==> src/rtl/seg_drv_pkg.sv <==
// Package: shared drive-level encoding for the segment driver.
// Assumes: consumers decode the 2-bit code as listed in drive_lvl_e.
package seg_drv_pkg;

    localparam int CODE_W = 2;

    typedef enum logic [CODE_W-1:0] {
        LVL_SEL_MHI = 2'b00,   // selected segment, alternation high
        LVL_SEL_MLO = 2'b01,   // selected segment, alternation low
        LVL_OFF_MLO = 2'b10,   // unselected segment, alternation low
        LVL_OFF_MHI = 2'b11    // unselected segment, alternation high
    } drive_lvl_e;

    // Map one latched pixel and the alternation phase to its drive level.
    function automatic drive_lvl_e level_of(input logic on, input logic m);
        if (on) return m ? LVL_SEL_MHI : LVL_SEL_MLO;
        else    return m ? LVL_OFF_MHI : LVL_OFF_MLO;
    endfunction

endpackage

==> src/rtl/seg_pin_sync.sv <==
// Multi-stage synchroniser for a vector of asynchronous pins.
// Assumes: every bit is held longer than STAGES clk periods around its change,
// so bits that move together are also seen together.
module seg_pin_sync #(
    parameter int W      = 6,
    parameter int STAGES = 2
) (
    input  logic         clk,
    input  logic         rst_n,
    input  logic [W-1:0] d,
    output logic [W-1:0] q
);
    logic [W-1:0] stg [STAGES];

    // Shift raw pin values through the synchroniser chain.
    always_ff @(posedge clk) begin
        if (!rst_n) begin
            for (int i = 0; i < STAGES; i++) stg[i] <= '0;
        end else begin
            stg[0] <= d;
            for (int i = 1; i < STAGES; i++) stg[i] <= stg[i-1];
        end
    end

    assign q = stg[STAGES-1];
endmodule

==> src/rtl/seg_fall_det.sv <==
// Falling-edge detector on already synchronised signals.
// Assumes: input is in the clk domain; output is a one-cycle pulse.
module seg_fall_det #(
    parameter int W = 2
) (
    input  logic         clk,
    input  logic         rst_n,
    input  logic [W-1:0] cur,
    output logic [W-1:0] fall
);
    logic [W-1:0] prev;

    // Remember the previous synchronised sample.
    always_ff @(posedge clk) begin
        if (!rst_n) prev <= '0;
        else        prev <= cur;
    end

    assign fall = prev & ~cur;
endmodule

==> src/rtl/seg_shift_half.sv <==
// One bidirectional shift register half with its two serial pins.
// dir=0: enter at left into index 0, move upward, right pin outputs index W-1.
// dir=1: enter at right into index W-1, move downward, left pin outputs index 0.
// Assumes: step is a one-cycle pulse; data inputs are synchronised.
module seg_shift_half #(
    parameter int W = 40
) (
    input  logic         clk,
    input  logic         rst_n,
    input  logic         step,
    input  logic         dir,
    input  logic         left_i,
    input  logic         right_i,
    output logic         left_o,
    output logic         left_oe,
    output logic         right_o,
    output logic         right_oe,
    output logic [W-1:0] sr_o
);
    logic [W-1:0] sr;

    // Advance the register one position in the selected direction.
    always_ff @(posedge clk) begin
        if (!rst_n)        sr <= '0;
        else if (step) begin
            if (dir) sr <= {right_i, sr[W-1:1]};
            else     sr <= {sr[W-2:0], left_i};
        end
    end

    assign left_oe  = dir;
    assign right_oe = ~dir;
    assign left_o   = dir  & sr[0];
    assign right_o  = ~dir & sr[W-1];
    assign sr_o     = sr;
endmodule

==> src/rtl/seg_level_encode.sv <==
// Holding latch for one half plus the per-segment drive-code encoder.
// Assumes: load is a one-cycle pulse; alt_m feeds the code without delay.
module seg_level_encode
    import seg_drv_pkg::*;
#(
    parameter int W = 40
) (
    input  logic                clk,
    input  logic                rst_n,
    input  logic                load,
    input  logic [W-1:0]        din,
    input  logic                alt_m,
    output logic [W-1:0]        lat_o,
    output logic [CODE_W*W-1:0] code_o
);
    logic [W-1:0] lat;

    // Capture the whole shift register on a latch pulse.
    always_ff @(posedge clk) begin
        if (!rst_n)    lat <= '0;
        else if (load) lat <= din;
    end

    for (genvar k = 0; k < W; k++) begin : g_seg
        assign code_o[CODE_W*k +: CODE_W] = level_of(lat[k], alt_m);
    end

    assign lat_o = lat;
endmodule

==> src/rtl/serial_seg_driver.sv <==
// Top: two 40-bit bidirectional halves feeding 80 segment drive codes.
// Shift and latch clocks are synchronised to clk and act on falling edges;
// the data pins travel with them through the same synchroniser.
// Assumes: pins meet the external setup/hold windows, which exceed STAGES+1 clk.
module serial_seg_driver
    import seg_drv_pkg::*;
#(
    parameter int HALF_W      = 40,
    parameter int SYNC_STAGES = 2
) (
    input  logic                        clk,
    input  logic                        rst_n,
    input  logic                        shift_clk,
    input  logic                        latch_clk,
    input  logic                        alt_m,
    input  logic                        dir_a,
    input  logic                        dir_b,
    input  logic                        a_left_i,
    output logic                        a_left_o,
    output logic                        a_left_oe,
    input  logic                        a_right_i,
    output logic                        a_right_o,
    output logic                        a_right_oe,
    input  logic                        b_left_i,
    output logic                        b_left_o,
    output logic                        b_left_oe,
    input  logic                        b_right_i,
    output logic                        b_right_o,
    output logic                        b_right_oe,
    output logic [CODE_W*2*HALF_W-1:0]  seg_code
);
    localparam int NHALF  = 2;
    localparam int NPIN   = 2 + 2 * NHALF;
    localparam int HCODEW = CODE_W * HALF_W;

    logic [NPIN-1:0]  pin_raw, pin_s;
    logic [1:0]       falls;
    logic             sh_fall, lt_fall;
    logic [NHALF-1:0] dir_v, lo_v, loe_v, ro_v, roe_v;
    logic [HALF_W-1:0] sr_q  [NHALF];
    logic [HALF_W-1:0] lat_q [NHALF];
    logic [HALF_W-1:0] sr_a, sr_b, lat_a, lat_b;

    assign pin_raw = {shift_clk, latch_clk, b_right_i, b_left_i, a_right_i, a_left_i};
    assign dir_v   = {dir_b, dir_a};

    seg_pin_sync #(.W(NPIN), .STAGES(SYNC_STAGES)) u_sync (
        .clk(clk), .rst_n(rst_n), .d(pin_raw), .q(pin_s)
    );

    seg_fall_det #(.W(2)) u_fall (
        .clk(clk), .rst_n(rst_n), .cur(pin_s[NPIN-1 -: 2]), .fall(falls)
    );

    assign sh_fall = falls[1];
    assign lt_fall = falls[0];

    for (genvar h = 0; h < NHALF; h++) begin : g_half
        seg_shift_half #(.W(HALF_W)) u_shift (
            .clk(clk), .rst_n(rst_n), .step(sh_fall), .dir(dir_v[h]),
            .left_i(pin_s[2*h]), .right_i(pin_s[2*h+1]),
            .left_o(lo_v[h]), .left_oe(loe_v[h]),
            .right_o(ro_v[h]), .right_oe(roe_v[h]),
            .sr_o(sr_q[h])
        );

        seg_level_encode #(.W(HALF_W)) u_enc (
            .clk(clk), .rst_n(rst_n), .load(lt_fall), .din(sr_q[h]),
            .alt_m(alt_m), .lat_o(lat_q[h]),
            .code_o(seg_code[h*HCODEW +: HCODEW])
        );
    end

    assign a_left_o   = lo_v[0];
    assign a_left_oe  = loe_v[0];
    assign a_right_o  = ro_v[0];
    assign a_right_oe = roe_v[0];
    assign b_left_o   = lo_v[1];
    assign b_left_oe  = loe_v[1];
    assign b_right_o  = ro_v[1];
    assign b_right_oe = roe_v[1];

    assign sr_a  = sr_q[0];
    assign sr_b  = sr_q[1];
    assign lat_a = lat_q[0];
    assign lat_b = lat_q[1];
endmodule

==> config.mk <==
export PLATFORM = sky130hd
export DESIGN_NAME = serial_seg_driver
export DESIGN_NICKNAME = d
export VERILOG_FILES = /design/src/rtl/seg_drv_pkg.sv /design/src/rtl/seg_pin_sync.sv /design/src/rtl/seg_fall_det.sv /design/src/rtl/seg_shift_half.sv /design/src/rtl/seg_level_encode.sv /design/src/rtl/serial_seg_driver.sv
export SDC_FILE = /design/constraint.sdc
export NUM_CORES = 1
export LEC_CHECK = 0
export ABC_AREA = 1
export BUFFER_PORTS_ARGS = -buffer_cell sky130_fd_sc_hd__buf_2
export CORE_MARGIN = 2
export CORE_UTILIZATION = 61
export CTS_BUF_LIST = sky130_fd_sc_hd__clkbuf_4
export CTS_CLUSTER_SIZE = 25
export DETAILED_ROUTE_END_ITERATION = 10
export PLACE_DENSITY = 0.85
export SYNTH_ARGS = -nofsm -noshare
export SYNTH_HDL_FRONTEND = slang
export SYNTH_SLANG_ARGS = --single-unit
==> constraint.sdc <==
create_clock -name clk -period 2.7 [get_ports clk]
set_input_delay 0.675 -clock clk [delete_from_list [all_inputs] [get_ports clk]]
set_output_delay 0.675 -clock clk [all_outputs]
set_load 0.1 [all_outputs]
==> flow_summary.ini <==
[run_status]
status = completed

[synthesis]
area_of_the_mapped_netlist_sq_um = 8740
mappedNetlistNets = 1428
average_cell_area_after_synthesis_sq_um = 6.17
ys_types = 12
synth_top_area_cell = dfxtp_1
yosys_warnings = 0
synth-seq-cells = 174
synthCells = 1417
post_synth_main_area_contributors = dfxtp_1 40%, nand2_1 18%, nor2_1 14%
synth_sequential_area_ratio = 0.399
synth.top_cell.area_share = 0.399

[finish]
multi_input_gate_area_sq_um = 3900
layout.cells.most_common_list = 416 x nand2_1, 320 x nor2_1, 259 x inv_1
core_util_final = 0.808
final_layout_size_suffix_gt1_frac = 0.147
nNetsFinal = 1562
ff_latch_area_sq_um = 3480
syn2layout_area_growth_pct = 28.9
instances_no_fill = 1742
stdcell_area_sq_um = 11300
fillerInstances = 951
final_common_cell = nand2_1

[die]
row_count = 43
die_extent_in_y_microns = 124
design.core.area_sq_um = 13900
die_width_microns = 124
die_area_sq_um = 15300
start_util = 0.627
pin_count = 179

[grt]
top_usage_layer = met2
met2_usage = 0.477
grt_usage = 0.267
grt_pass1_vias = 7444
met3_usage = 0.0549
grt.met1_usage = 0.316
grt_antenna_before_repair = 2
grt_pass1_wl_microns = 33000
grt_max_degree = 81
grt_overflow_total = 0

[pwr]
power.internal_mw = 3.86
power.leakage_nw = 5.89
power_density_nw_per_um2 = 552
p_sw_mw = 2.36
totalPowerFinal_mw = 6.22
p_seq_frac = 0.439
power.share.combinational = 0.326
clock_power_share = 0.235
max-vdd-ir-drop_mv = 0.382
netSwitchingFraction = 0.380

[setup_path]
worst_setup_path_end_kind = primary output
crit_fanout = 30
cp_data_arrival_time_ns = 1.71
critical_path_class = input port to primary output
worstSetupStartpointType = input port
worstPathRequired_ns = 2.03

[placement]
detailedPlace.worstSlack_ns = 0.306
hpwl_microns = 13400
port_buffers = 178
dp.cells = 1712
gpl.final_weighted_congestion = 0.765
placed_area_sq_um = 11000

[cts]
cts_resized = 0
cts_hold_repair.buffers = 0
numCtsBuffers = 17
ctsRootBufferMaster = clkbuf_4
number_of_buffers_added_for_setup_after_cts = 0
numClockSinks = 174
cts-htree-levels = 4
clock_path_buffers = 2
cts_tree = built
clk_pin_slew_worst_setup_hold_paths_ns = 0.12
clkLatencyLatePin_ns = 0.55

[routing]
drtPass1Iterations = 5
post_drt_via_cell_ratio = 4.72
routed-via-count = 8225
wire_per_inst_microns = 11.5
drc = 0
route.final.wire_length_microns = 20100
final_antenna_net_count = 0
drtIter0Drc = 672

[flow_run]
drv.max_cap_violation_count = 0

[sta]
setup_viol = 0
post-route-period-util = 0.884
rsz_0062_raised_after_global_routing = no
final.setup_skew_ns = 0.00998
timing.fmax_mhz = 419
maxSlewViolCount = 0
timing.slew.headroom = 0.497
final.setup.tns_ns = 0
worst_slew_pin_slew_ns = 0.754
hold-worst-slack_ns = 0.296
postLayoutSetupSlackWorst_ns = 0.312
final_hold_viol_count = 0
period_needed_ns = 2.39

[worst_hold_path]
hold_path_class = input port to register
-- path summary, 6_finish.rpt --
check        cells after the start        startpoint                         end  slack (ns)
max reg2reg                      6    u_fall.prev[1]  g_half[1].u_shift.sr_o[22]        1.05
min reg2reg                      2  u_sync.stg[0][0]            u_sync.stg[0][6]        0.42
min                              3         a_right_i            u_sync.stg[0][1]        0.30
max                              4             alt_m               seg_code[124]        0.31
-- layer usage --
metal | share of wire | vias up
li1 | - | 4286
met1 | 0.42 | 3665
met2 | 0.51 | 242
met3 | 0.052 | 32
met4 | 0.019 | 0
met5 | 0 | -
-- Yosys cell counts --
cell type / n
buf_4: 2
inv_1: 259
dfxtp_1: 174
xor2_1: 80
nor2_2: 1
clkbuf_1: 19
inv_2: 3
nor2_1: 322
nand2_2: 1
nand2_1: 417
buf_2: 59
o21ai_0: 80
-- cell type report --
type                            count  area share
Tap cell                          180      0.0200
Clock buffer                       19      0.0127
Antenna cell                        1    0.000222
Inverter                          262      0.0873
Sequential cell                   174       0.309
Timing Repair Buffer              195       0.213
Clock inverter                     10      0.0110
Multi-Input combinational cell    901       0.346
-- cell families (layout without fill, tap and decap cells) --
logic type / count (synthesis) / after routing / share of synthesized area
and+or+nand+nor: 741 / 741 / 0.319
buffers and inverters: 342 / 486 / 0.156
DFF: 174 / 174 / 0.399
AOI/OAI and AO/OA: 80 / 80 / 0.0458
xor gates and xnor gates: 80 / 80 / 0.0802
other: 0 / 1 / 0
-- sequential cells by signal, summed over array words and instances (netlist names) --
name	flops
g_half.u_shift.sr_o	80
g_half.u_enc.lat_o	80
u_sync.stg	12
u_fall.prev	2
-- critical path, cell delays in order --
cell and delay (ns):
buf_4 0.23, buf_12 0.26, xor2_1 0.31, buf_12 0.22
-- power by group through the flow --
stage	Clock (mW)	Sequential, mW	Combinational, mW
final	1.46	2.73	2.03
after global routing	1.58	2.75	2.12
after CTS	1.48	2.73	2.03
after detailed placement	0	2.79	2.03
after global placement	0	2.78	2.00
after floorplan	0	2.77	1.44
(Power assumes the default switching activity.)
